**src/rtl/adc_seq_pkg.sv**
```systemverilog
// Package: shared types for the ADC sequencer.
// Assumes: cal kind codes are visible at the block's ports.
package adc_seq_pkg;

    typedef enum logic [1:0] {
        ST_IDLE = 2'd0,
        ST_CONV = 2'd1,
        ST_CAL  = 2'd2
    } seq_state_e;

    typedef enum logic [1:0] {
        KIND_NONE = 2'b00,
        KIND_SELF = 2'b01,
        KIND_FS   = 2'b10,
        KIND_OFFS = 2'b11
    } cal_kind_e;

    // Map mode and select fields to a calibration kind.
    function automatic cal_kind_e decode_cal(logic mode, logic [1:0] sel);
        if (!mode)
            return KIND_SELF;
        else if (sel == 2'b01)
            return KIND_OFFS;
        else
            return KIND_FS;
    endfunction

endpackage

```
**src/rtl/adc_seq_sync.sv**
```systemverilog
// Module: two-flop synchronizer bank for asynchronous pins.
// Assumes: each bit is an independent level; RST_VAL gives each bit's
// inactive level so that reset produces no false edge downstream.
module adc_seq_sync #(
    parameter int             WIDTH   = 3,
    parameter logic [WIDTH-1:0] RST_VAL = '0
) (
    input  logic             clk,
    input  logic             rst_n,
    input  logic [WIDTH-1:0] pin_in,
    output logic [WIDTH-1:0] lvl_out
);

    for (genvar gi = 0; gi < WIDTH; gi++) begin : g_bit
        logic meta_q;
        logic stab_q;

        // Two-stage capture of one pin into the master clock domain.
        always_ff @(posedge clk) begin
            if (!rst_n) begin
                meta_q <= RST_VAL[gi];
                stab_q <= RST_VAL[gi];
            end else begin
                meta_q <= pin_in[gi];
                stab_q <= meta_q;
            end
        end

        assign lvl_out[gi] = stab_q;
    end

endmodule

```
**src/rtl/adc_seq_core.sv**
```systemverilog
// Module: sequencer state machine and cycle budget counter.
// Assumes: conv_lvl and cal_lvl are already synchronized; the software
// set inputs are single-cycle pulses. Priority in idle: CAL edge, then
// start-calibration, then conversion.
module adc_seq_core
    import adc_seq_pkg::*;
#(
    parameter int CONV_CYCLES     = 18,
    parameter int CAL_SELF_CYCLES = 125013,
    parameter int CAL_FS_CYCLES   = 111114,
    parameter int CAL_OFFS_CYCLES = 13899
) (
    input  logic       clk,
    input  logic       rst_n,
    input  logic       conv_lvl,
    input  logic       cal_lvl,
    input  logic       sw_conv_set,
    input  logic       stcal_set,
    input  logic       cal_mode,
    input  logic [1:0] cal_sel,
    output logic       busy,
    output logic       sw_conv_bit,
    output logic       stcal_bit,
    output logic       conv_start,
    output logic       conv_done,
    output logic       cal_start,
    output logic       cal_done,
    output logic [1:0] cal_kind,
    output logic       idle_next
);

    localparam int MAX_A = (CAL_SELF_CYCLES > CAL_FS_CYCLES) ? CAL_SELF_CYCLES : CAL_FS_CYCLES;
    localparam int MAX_B = (CAL_OFFS_CYCLES > CONV_CYCLES) ? CAL_OFFS_CYCLES : CONV_CYCLES;
    localparam int MAX_C = (MAX_A > MAX_B) ? MAX_A : MAX_B;
    localparam int CNT_W = $clog2(MAX_C + 1);

    seq_state_e       state_q, state_d;
    cal_kind_e        kind_q, kind_d;
    logic [CNT_W-1:0] cnt_q, cnt_d;
    logic             swb_d, stb_d;
    logic             cs_d, cd_d, ks_d, kd_d;
    logic             conv_prev_q, cal_prev_q;
    logic             conv_rise, cal_rise, cal_low;
    cal_kind_e        req_kind;

    // Counter load value for a calibration kind.
    function automatic logic [CNT_W-1:0] cal_budget(cal_kind_e k);
        case (k)
            KIND_OFFS: return CNT_W'(CAL_OFFS_CYCLES - 1);
            KIND_FS:   return CNT_W'(CAL_FS_CYCLES - 1);
            default:   return CNT_W'(CAL_SELF_CYCLES - 1);
        endcase
    endfunction

    // Remember previous synchronized levels for edge detection.
    always_ff @(posedge clk) begin
        if (!rst_n) begin
            conv_prev_q <= 1'b0;
            cal_prev_q  <= 1'b1;
        end else begin
            conv_prev_q <= conv_lvl;
            cal_prev_q  <= cal_lvl;
        end
    end

    assign conv_rise = conv_lvl & ~conv_prev_q;
    assign cal_rise  = cal_lvl & ~cal_prev_q;
    assign cal_low   = ~cal_lvl;
    assign req_kind  = decode_cal(cal_mode, cal_sel);

    // Next-state, counter and strobe decisions.
    always_comb begin
        state_d = state_q;
        cnt_d   = cnt_q;
        kind_d  = kind_q;
        swb_d   = sw_conv_bit;
        stb_d   = stcal_bit;
        cs_d    = 1'b0;
        cd_d    = 1'b0;
        ks_d    = 1'b0;
        kd_d    = 1'b0;
        case (state_q)
            ST_IDLE: begin
                if (cal_low) begin
                    swb_d = 1'b0;
                    stb_d = 1'b0;
                end else if (cal_rise) begin
                    state_d = ST_CAL;
                    kind_d  = KIND_SELF;
                    cnt_d   = cal_budget(KIND_SELF);
                    ks_d    = 1'b1;
                end else if (stcal_set) begin
                    state_d = ST_CAL;
                    kind_d  = req_kind;
                    cnt_d   = cal_budget(req_kind);
                    ks_d    = 1'b1;
                    stb_d   = 1'b1;
                end else if (conv_rise || sw_conv_set) begin
                    state_d = ST_CONV;
                    cnt_d   = CNT_W'(CONV_CYCLES - 1);
                    cs_d    = 1'b1;
                    swb_d   = sw_conv_set;
                end
            end
            default: begin
                if (cal_low) begin
                    state_d = ST_IDLE;
                    kind_d  = KIND_NONE;
                    swb_d   = 1'b0;
                    stb_d   = 1'b0;
                end else if (cnt_q == '0) begin
                    state_d = ST_IDLE;
                    kind_d  = KIND_NONE;
                    swb_d   = 1'b0;
                    stb_d   = 1'b0;
                    if (state_q == ST_CONV)
                        cd_d = 1'b1;
                    else
                        kd_d = 1'b1;
                end else begin
                    cnt_d = cnt_q - 1'b1;
                end
            end
        endcase
    end

    // Sequencer registers and registered strobes.
    always_ff @(posedge clk) begin
        if (!rst_n) begin
            state_q     <= ST_IDLE;
            kind_q      <= KIND_NONE;
            cnt_q       <= '0;
            sw_conv_bit <= 1'b0;
            stcal_bit   <= 1'b0;
            conv_start  <= 1'b0;
            conv_done   <= 1'b0;
            cal_start   <= 1'b0;
            cal_done    <= 1'b0;
        end else begin
            state_q     <= state_d;
            kind_q      <= kind_d;
            cnt_q       <= cnt_d;
            sw_conv_bit <= swb_d;
            stcal_bit   <= stb_d;
            conv_start  <= cs_d;
            conv_done   <= cd_d;
            cal_start   <= ks_d;
            cal_done    <= kd_d;
        end
    end

    assign busy      = (state_q != ST_IDLE);
    assign cal_kind  = kind_q;
    assign idle_next = (state_d == ST_IDLE);


    conv_done_after_busy_chk: assert property (@(posedge clk) disable iff (!rst_n)
        conv_done |-> $past(busy));


    cal_done_idle_chk: assert property (@(posedge clk) disable iff (!rst_n)
        cal_done |-> !busy);


    start_strobe_chk: assert property (@(posedge clk) disable iff (!rst_n)
        $rose(busy) |-> (conv_start || cal_start));


    swbit_busy_chk: assert property (@(posedge clk) disable iff (!rst_n)
        sw_conv_bit |-> (busy && cal_kind == 2'b00));


    ignore_busy_chk: assert property (@(posedge clk) disable iff (!rst_n)
        (busy && !sw_conv_bit) |=> !sw_conv_bit);


    cal_low_idle_chk: assert property (@(posedge clk) disable iff (!rst_n)
        (!cal_lvl && !cal_prev_q) |=> (!busy && !conv_done && !cal_done));

endmodule

```
**src/rtl/adc_seq_power.sv**
```systemverilog
// Module: sleep request gating and power-state selection.
// Assumes: sleep_req is synchronized; idle_next is the sequencer's next
// state being idle, so the outputs and busy change on the same edge.
module adc_seq_power (
    input  logic       clk,
    input  logic       rst_n,
    input  logic       sleep_req,
    input  logic       idle_next,
    input  logic       busy,
    input  logic [1:0] pmgt,
    output logic       pwr_full_down,
    output logic       pwr_partial_down
);

    logic pd_ok;
    logic partial_sel;

    assign pd_ok       = sleep_req && idle_next;
    assign partial_sel = (pmgt == 2'b11);

    // Register the selected low-power state.
    always_ff @(posedge clk) begin
        if (!rst_n) begin
            pwr_full_down    <= 1'b0;
            pwr_partial_down <= 1'b0;
        end else begin
            pwr_full_down    <= pd_ok && !partial_sel;
            pwr_partial_down <= pd_ok && partial_sel;
        end
    end


    pwr_excl_chk: assert property (@(posedge clk) disable iff (!rst_n)
        $onehot0({pwr_full_down, pwr_partial_down}));


    pwr_idle_chk: assert property (@(posedge clk) disable iff (!rst_n)
        (pwr_full_down || pwr_partial_down) |-> !busy);

endmodule

```
**src/rtl/adc_seq_ctrl.sv**
```systemverilog
// Module: top of the ADC conversion and calibration sequencer.
// Assumes: pins are asynchronous to clk; software set inputs are
// one-cycle pulses in the clk domain.
module adc_seq_ctrl #(
    parameter int CONV_CYCLES     = 18,
    parameter int CAL_SELF_CYCLES = 125013,
    parameter int CAL_FS_CYCLES   = 111114,
    parameter int CAL_OFFS_CYCLES = 13899
) (
    input  logic       clk,
    input  logic       rst_n,
    input  logic       convst_pin,
    input  logic       cal_pin,
    input  logic       sleep_n_pin,
    input  logic       sw_conv_set,
    input  logic       stcal_set,
    input  logic       cal_mode,
    input  logic [1:0] cal_sel,
    input  logic [1:0] pmgt,
    output logic       busy,
    output logic       sw_conv_bit,
    output logic       stcal_bit,
    output logic       conv_start,
    output logic       conv_done,
    output logic       cal_start,
    output logic       cal_done,
    output logic [1:0] cal_kind,
    output logic       pwr_full_down,
    output logic       pwr_partial_down
);

    localparam int NPINS = 3;

    logic [NPINS-1:0] pins_lvl;
    logic             idle_next;

    adc_seq_sync #(
        .WIDTH   (NPINS),
        .RST_VAL (3'b110)
    ) u_sync (
        .clk     (clk),
        .rst_n   (rst_n),
        .pin_in  ({sleep_n_pin, cal_pin, convst_pin}),
        .lvl_out (pins_lvl)
    );

    adc_seq_core #(
        .CONV_CYCLES     (CONV_CYCLES),
        .CAL_SELF_CYCLES (CAL_SELF_CYCLES),
        .CAL_FS_CYCLES   (CAL_FS_CYCLES),
        .CAL_OFFS_CYCLES (CAL_OFFS_CYCLES)
    ) u_core (
        .clk         (clk),
        .rst_n       (rst_n),
        .conv_lvl    (pins_lvl[0]),
        .cal_lvl     (pins_lvl[1]),
        .sw_conv_set (sw_conv_set),
        .stcal_set   (stcal_set),
        .cal_mode    (cal_mode),
        .cal_sel     (cal_sel),
        .busy        (busy),
        .sw_conv_bit (sw_conv_bit),
        .stcal_bit   (stcal_bit),
        .conv_start  (conv_start),
        .conv_done   (conv_done),
        .cal_start   (cal_start),
        .cal_done    (cal_done),
        .cal_kind    (cal_kind),
        .idle_next   (idle_next)
    );

    adc_seq_power u_power (
        .clk              (clk),
        .rst_n            (rst_n),
        .sleep_req        (~pins_lvl[2]),
        .idle_next        (idle_next),
        .busy             (busy),
        .pmgt             (pmgt),
        .pwr_full_down    (pwr_full_down),
        .pwr_partial_down (pwr_partial_down)
    );

endmodule

```
**config.mk**
```make
export PLATFORM = sky130hd
export DESIGN_NAME = adc_seq_ctrl
export DESIGN_NICKNAME = d
export VERILOG_FILES = /design/src/rtl/adc_seq_pkg.sv /design/src/rtl/adc_seq_sync.sv /design/src/rtl/adc_seq_core.sv /design/src/rtl/adc_seq_power.sv /design/src/rtl/adc_seq_ctrl.sv
export SDC_FILE = /design/constraint.sdc
export NUM_CORES = 1
export LEC_CHECK = 0
export ABC_AREA = 1
export BUFFER_PORTS_ARGS = -buffer_cell sky130_fd_sc_hd__buf_2
export CORE_MARGIN = 10
export CORE_UTILIZATION = 53
export CTS_CLUSTER_SIZE = 40
export DETAILED_ROUTE_END_ITERATION = 10
export PLACE_DENSITY = 0.73
export SYNTH_ARGS = -nofsm -noshare
export SYNTH_HDL_FRONTEND = slang
export SYNTH_SLANG_ARGS = --single-unit
```
**constraint.sdc**
```tcl
create_clock -name clk -period 1.7 [get_ports clk]
set_input_delay 0.34 -clock clk [delete_from_list [all_inputs] [get_ports clk]]
set_output_delay 0.34 -clock clk [all_outputs]
set_load 0.005 [all_outputs]
```
### Word level (Yosys, flattened, before mapping)

Index checks and enable logic that the tools add are counted.

* bits in registers: 37
* output and inout port bits: 11

* reduce and logical (&&, ||, !) cells: 16
* bitwise operators: 9
* add/subtract/negate cells: 1
* equal/unequal tests: 14
* muxes and demuxes: 39

Operator list (count)
* two-way mux 17 bit: 7
* case mux 17 bit (2 select lines): 1
* two-way mux 2 bit: 14
* logical NOT 17 bit: 1
* two-way mux 1 bit: 17
* subtractor 17 x 1 -> 17 bit (second input constant): 1
* AND reduction 3 bit: 4
* != test 3 bit (second input constant): 3
* NOT 1 bit: 7
* == test 2 bit (second input constant): 3
* != test 3 x 2 -> 1 bit (second input constant): 2
* OR reduction 5 bit: 1
* == test 2 x 1 -> 1 bit (second input constant): 2
* logical NOT 2 bit: 2
* != test 2 bit (second input constant): 2
* != test 4 x 2 -> 1 bit (second input constant): 1
* AND reduction 4 bit: 1
* OR reduction 4 bit: 1
* logical AND 1 bit: 3
* != test 3 x 1 -> 1 bit (second input constant): 1
* AND 1 bit: 2
* nonzero test 2 bit: 1
* logical NOT 1 bit: 1
* logical OR 1 bit: 1

### Depth between registers and ports, before layout

* word-level depth: 11
* depth in mapped cells: 13
* depth with buffers taken out: 12

### Hierarchy

Synthesis repeated with hierarchy kept, for this count alone.

* cells, all modules: 323
* area, all modules: 2072.0 um^2

Modules (own cells, without submodules)
* adc_seq_core: sequential area each 580.6 um^2, cells each 294, times used 1, area each 1820.5 um^2
* adc_seq_sync: sequential area each 120.1 um^2, cells each 21, times used 1, area each 187.7 um^2
* adc_seq_power: sequential area each 40.0 um^2, cells each 7, times used 1, area each 60.1 um^2
* adc_seq_ctrl: sequential area each 0.0 um^2, cells each 1, times used 1, area each 3.8 um^2

### Worst setup path before layout

OpenSTA, ideal clock, no wires.

* path type: register to register
* start: register u_core.cnt_q[0]
* end: register u_core.cnt_q[8]
* cell stages (with the launch flop): 13
* required time: 1.631 ns
* path buffers: 2
* setup slack: 0.201 ns
* data arrival time: 1.430 ns
* path through: dfxtp_1 inv_1 ha_1 inv_1 nor2_1 nand2_1 nor2_4 nand3_4 nand2_2 buf_6 buf_12 nand2_1 a21oi_2

* cells in the longest elaborated chain, start to end: 4

RTL lines
* from (decl): line adc_seq_core.sv:39 `logic [CNT_W-1:0] cnt_q, cnt_d;`
* from (signal assigned): line adc_seq_core.sv:142 `cnt_q <= cnt_d;`
* subtractor 17 x 1 -> 17 bit: line adc_seq_core.sv:121 `cnt_d = cnt_q - 1'b1;`
* two-way mux 17 bit: line adc_seq_core.sv:111 `end else if (cnt_q == '0) begin`
* two-way mux 17 bit: line adc_seq_core.sv:106 `if (cal_low) begin`
* two-way mux 17 bit: line adc_seq_core.sv:82 `case (state_q)`

Parallel ways exist; a longest one is shown, timed or not. The select of a mux whose other input is x is not followed.
A chain may end at the register's enable or synchronous reset.

### Worst setup path in the final report

* start: register u_core.cnt_q[1]
* end: register u_core.cnt_q[4]

Same word-level chain as after synthesis.

==> Flow_metrics.wiki <==
{| class="wikitable"
! Metric !! Value
|-
| Crit share post-route || 1.01
|-
| Final instance count without filler cells || approximately 400
|-
| Startpoint of the tightest hold check path || convst_pin
|-
| Die area || between 0.006 and 0.007 mm²
|-
| Clock tree from TritonCTS || done
|-
| Mapped Avg Cell Area || around 6.4 µm²
|-
| Global-route wire length before repair || between 7000 and 8000 µm
|-
| FF+latch count, synth || 37
|-
| HPWL after DPL || approximately 3500 µm
|-
| Layout Nets || 366
|-
| # DRC || 0
|-
| Final Power || 0.00281 W
|-
| Data required time of the worst path || 1.94 ns
|-
| Part of the Yosys area used for sequential elements || 0.371
|-
| Root Buffer Master || sky130_fd_sc_hd__clkbuf_8
|-
| Synth cell count leaders || 100 x sky130_fd_sc_hd__nand2_1, 46 x sky130_fd_sc_hd__nor2_1, 37 x sky130_fd_sc_hd__dfxtp_1, 37 x sky130_fd_sc_hd__inv_1, 23 x sky130_fd_sc_hd__nand3_1
|-
| Max-slew headroom || 0.591
|-
| Routed Wire Length || 5080 µm
|-
| Dominant delay contributor by cell family on the critical path || simple AND/OR/NAND/NOR gates
|-
| Horiz. Die Dim || 81.4 µm
|-
| Standard-cell row count || 22
|-
| Area inside the core boundary || 0.00366 mm²
|-
| 1st-pass router iterations || 4
|-
| Startpoint class of the critical path || register
|-
| Cell total after placement || ~390
|-
| Sum of buffers and inverters on the critical path || 4
|-
| Post-synth EDFFs || 0
|-
| Number of nets produced by synthesis || 326
|-
| Library cell with the largest summed area after synthesis || sky130_fd_sc_hd__dfxtp_1
|-
| Measured slew at the worst slew-check pin || 0.613 ns
|-
| Number of distinct standard cells referenced by the synthesized netlist || 27
|-
| Most frequent cell after synthesis || sky130_fd_sc_hd__nand2_1
|-
| Number of fill cells || 335
|-
| Largest net degree at the start of global routing || 19
|-
| Clock transition at path regs || 0.08 ns
|-
| Depth of the CTS H-tree || 2
|-
| Crit-path cells || inv_2 -> ha_4 -> inv_2 -> nor2_2 -> nand2_1 -> nor2_4 -> nand3_4 -> nand2_4 -> clkinvlp_4 -> buf_6 -> nand2_2 -> nand2_1 -> nor2_1
|-
| Count of boundary I/O pins || 23
|-
| Power per cell area || 1150 mW/mm²
|-
| R2R Path Start || u_core.cnt_q[1]$_SDFFE_PN0P_
|-
| Period minus WS final || around 1.7 ns
|-
| Share of post-route cells with drive strength above 1 || 0.252
|-
| Tot GR Track Use || 0.149
|-
| Number of setup violations in the final report || 1
|-
| Area growth from synthesis to layout || 22.0%
|-
| Count of mapped cells out of synthesis || 312
|-
| Post-route core utilization || 0.666
|-
| P_leak || 1.22 nW
|-
| Wire length per cell || 12.7 µm
|-
| Die height || 81.4 µm
|-
| Crit Path Class || reg -> reg
|-
| Maximum clock skew at final layout || 0.00403 ns
|-
| # Max-Cap Violations || 0
|-
| Worst setup timing slack at the placement stage || 0.0696 ns
|-
| Share of flip-flops with an asynchronous set or reset || 0
|-
| Max Transition Viols Final || 0
|-
| Minimum setup slack in the final design || -0.0176 ns
|-
| Worst Setup End Kind || register
|-
| Antenna-violating nets left || 0
|-
| Number of global-route vias before repair || 1758
|-
| Initial antenna violation count || 0
|-
| Hold slack final || approximately 0.22 ns
|-
| Number of hold violations in the final report || 0
|-
| Inserted Clock Buffers || 5
|-
| Maximum clock frequency || 582 MHz
|-
| Startpoint of the worst setup timing path || u_core.cnt_q[1]$_SDFFE_PN0P_
|-
| Longest individual stage delay on the worst path || 0.33 ns
|-
| CP max FO || 6
|-
| Worst-case clock buffer depth || 2
|-
| Clock sink count || 37
|-
| Hold crit path type || in -> reg
|-
| Latest clock arrival within the worst-skew pair || 0.30 ns
|-
| Number of DRC violations after detailed-routing iteration 0 || 169
|-
| Violations in the final reports || setup timing
|-
| Warning count from the yosys run || 0
|-
| IO Port Bufs || 22
|-
| Largest cells by area after synthesis || sky130_fd_sc_hd__dfxtp_1 37%, sky130_fd_sc_hd__nand2_1 19%, sky130_fd_sc_hd__nor2_1 8.6%
|-
| Overflow left after global routing || 0
|-
| Vias per std cell || 4.99
|-
| Antenna cell count || 0
|-
| Starting Density || 0.546
|-
| RD Place Congestion || 0.858
|-
| Outcome || complete, but fails checks
|-
| Register area || ~740 µm²
|-
| Critical path's slowest cell || sky130_fd_sc_hd__dfxtp_2
|-
| Proportion of netlist area held by the largest area contributor || 0.371
|-
| Top FF cell, synth || sky130_fd_sc_hd__dfxtp_1
|-
| Count of vias placed by the detailed router || 2000
|-
| Highest ir drop seen on vdd || 734 µV
|-
| Multi-input gate area || 0.00111 mm²
|-
| Arrival time at the worst endpoint || between 1.5 and 2 ns
|-
| Netlist area before placement || 0.00200 mm²
|}
registers in the layout, summed over array words and instances (netlist names), 2 cells and up:
| name | flops |
|---|---|
| u_core.cal_kind | 2 |
| u_core.cnt_q | 17 |
| u_sync.g_bit.meta_q | 3 |
| u_core.state_q | 2 |
| u_sync.g_bit.stab_q | 3 |
metal layers:
metal,part of all wire,track usage,vias up
li1,-,-,1039
met1,0.44,0.189,902
met2,0.49,0.242,51
met3,0.059,0.0386,8
met4,0.015,0.0450,0
met5,0,0,-
repair_timing:
action	4_1_cts	5_1_grt
resized for setup	0	25
setup endpoints to repair	0	20
setup buffers	0	5
hold buffers	0	0
kinds of logic (layout without fill, tap and decap cells):
| logic type | after synthesis | after routing | synth area share |
|---|---|---|---|
| xor+xnor | 3 | 3 | 0.0132 |
| compound gates | 35 | 35 | 0.100 |
| fa+ha+maj | 2 | 2 | 0.0125 |
| simple gates | 189 | 189 | 0.405 |
| flops | 37 | 37 | 0.371 |
| buf+inv | 46 | 87 | 0.0989 |
layout by cell type (no fill, tap or decap), types with 2 or more instances in the layout:
master	count
sky130_fd_sc_hd__nor2_1	42
sky130_fd_sc_hd__o21ai_0	5
sky130_fd_sc_hd__a21oi_1	19
sky130_fd_sc_hd__inv_1	33
sky130_fd_sc_hd__clkbuf_8	5
sky130_fd_sc_hd__buf_4	17
sky130_fd_sc_hd__buf_2	22
sky130_fd_sc_hd__xor2_1	2
sky130_fd_sc_hd__nand3_1	23
sky130_fd_sc_hd__or2_2	6
sky130_fd_sc_hd__clkinvlp_4	2
sky130_fd_sc_hd__inv_2	4
sky130_fd_sc_hd__o21bai_1	2
sky130_fd_sc_hd__a21oi_2	5
sky130_fd_sc_hd__nor2_4	4
sky130_fd_sc_hd__buf_6	2
sky130_fd_sc_hd__dfxtp_1	35
sky130_fd_sc_hd__nand2_2	8
sky130_fd_sc_hd__nor2_2	7
sky130_fd_sc_hd__nand2_1	95
sky130_fd_sc_hd__o21ai_1	2
sky130_fd_sc_hd__dfxtp_2	2
worst register-to-register path, stage by stage (launching register included):
cell and delay [ns]:
sky130_fd_sc_hd__dfxtp_2 0.33, sky130_fd_sc_hd__inv_2 0.07, sky130_fd_sc_hd__ha_4 0.13, sky130_fd_sc_hd__inv_2 0.03, sky130_fd_sc_hd__nor2_2 0.09, sky130_fd_sc_hd__nand2_1 0.09
sky130_fd_sc_hd__nor2_4 0.17, sky130_fd_sc_hd__nand3_4 0.10, sky130_fd_sc_hd__nand2_4 0.09, sky130_fd_sc_hd__clkinvlp_4 0.16, sky130_fd_sc_hd__buf_6 0.18, sky130_fd_sc_hd__nand2_2 0.05
sky130_fd_sc_hd__nand2_1 0.05, sky130_fd_sc_hd__nor2_1 0.11
layout make-up:
type                    instances  share of cell area
inverters                      38              0.0600
repair buffers                 41               0.107
flip-flops and latches         37               0.305
clock inverters                 3              0.0190
multi-input cells             229               0.457
clock buffers                   5              0.0282
well taps                      48              0.0246
final timing paths:
check | slack, ns | endpoint | cells after the start
setup / recovery | -0.02 | u_core.cnt_q[4]$_SDFFE_PN0P_ | 13
hold / removal | 0.22 | u_sync.g_bit[0].meta_q$_SDFF_PN0_ | 3
setup reg to reg | -0.02 | u_core.cnt_q[4]$_SDFFE_PN0P_ | 13
hold reg to reg | 0.42 | u_sync.g_bit[0].stab_q$_SDFF_PN0_ | 2
per-stage QoR:
step / TNS [ns] / instance area, µm²
6_report: -0.0176 / 2440
5_1_grt: -0.268 / 2440
4_1_cts: 0 / 2330
3_5_place_dp: 0 / 2220
3_3_place_gp: 0 / 2220
2_1_floorplan: 0 / 2000
power by group:
group / switching (W) / total [W] / internal [W]
Sequential: 0.0000755 / 0.00103 / 0.000955
Clock: 0.000339 / 0.000778 / 0.000439
Combinational: 0.000624 / 0.00100 / 0.000377
Total: 0.00104 / 0.00281 / 0.00177
Power figures use the tool's default switching activity.
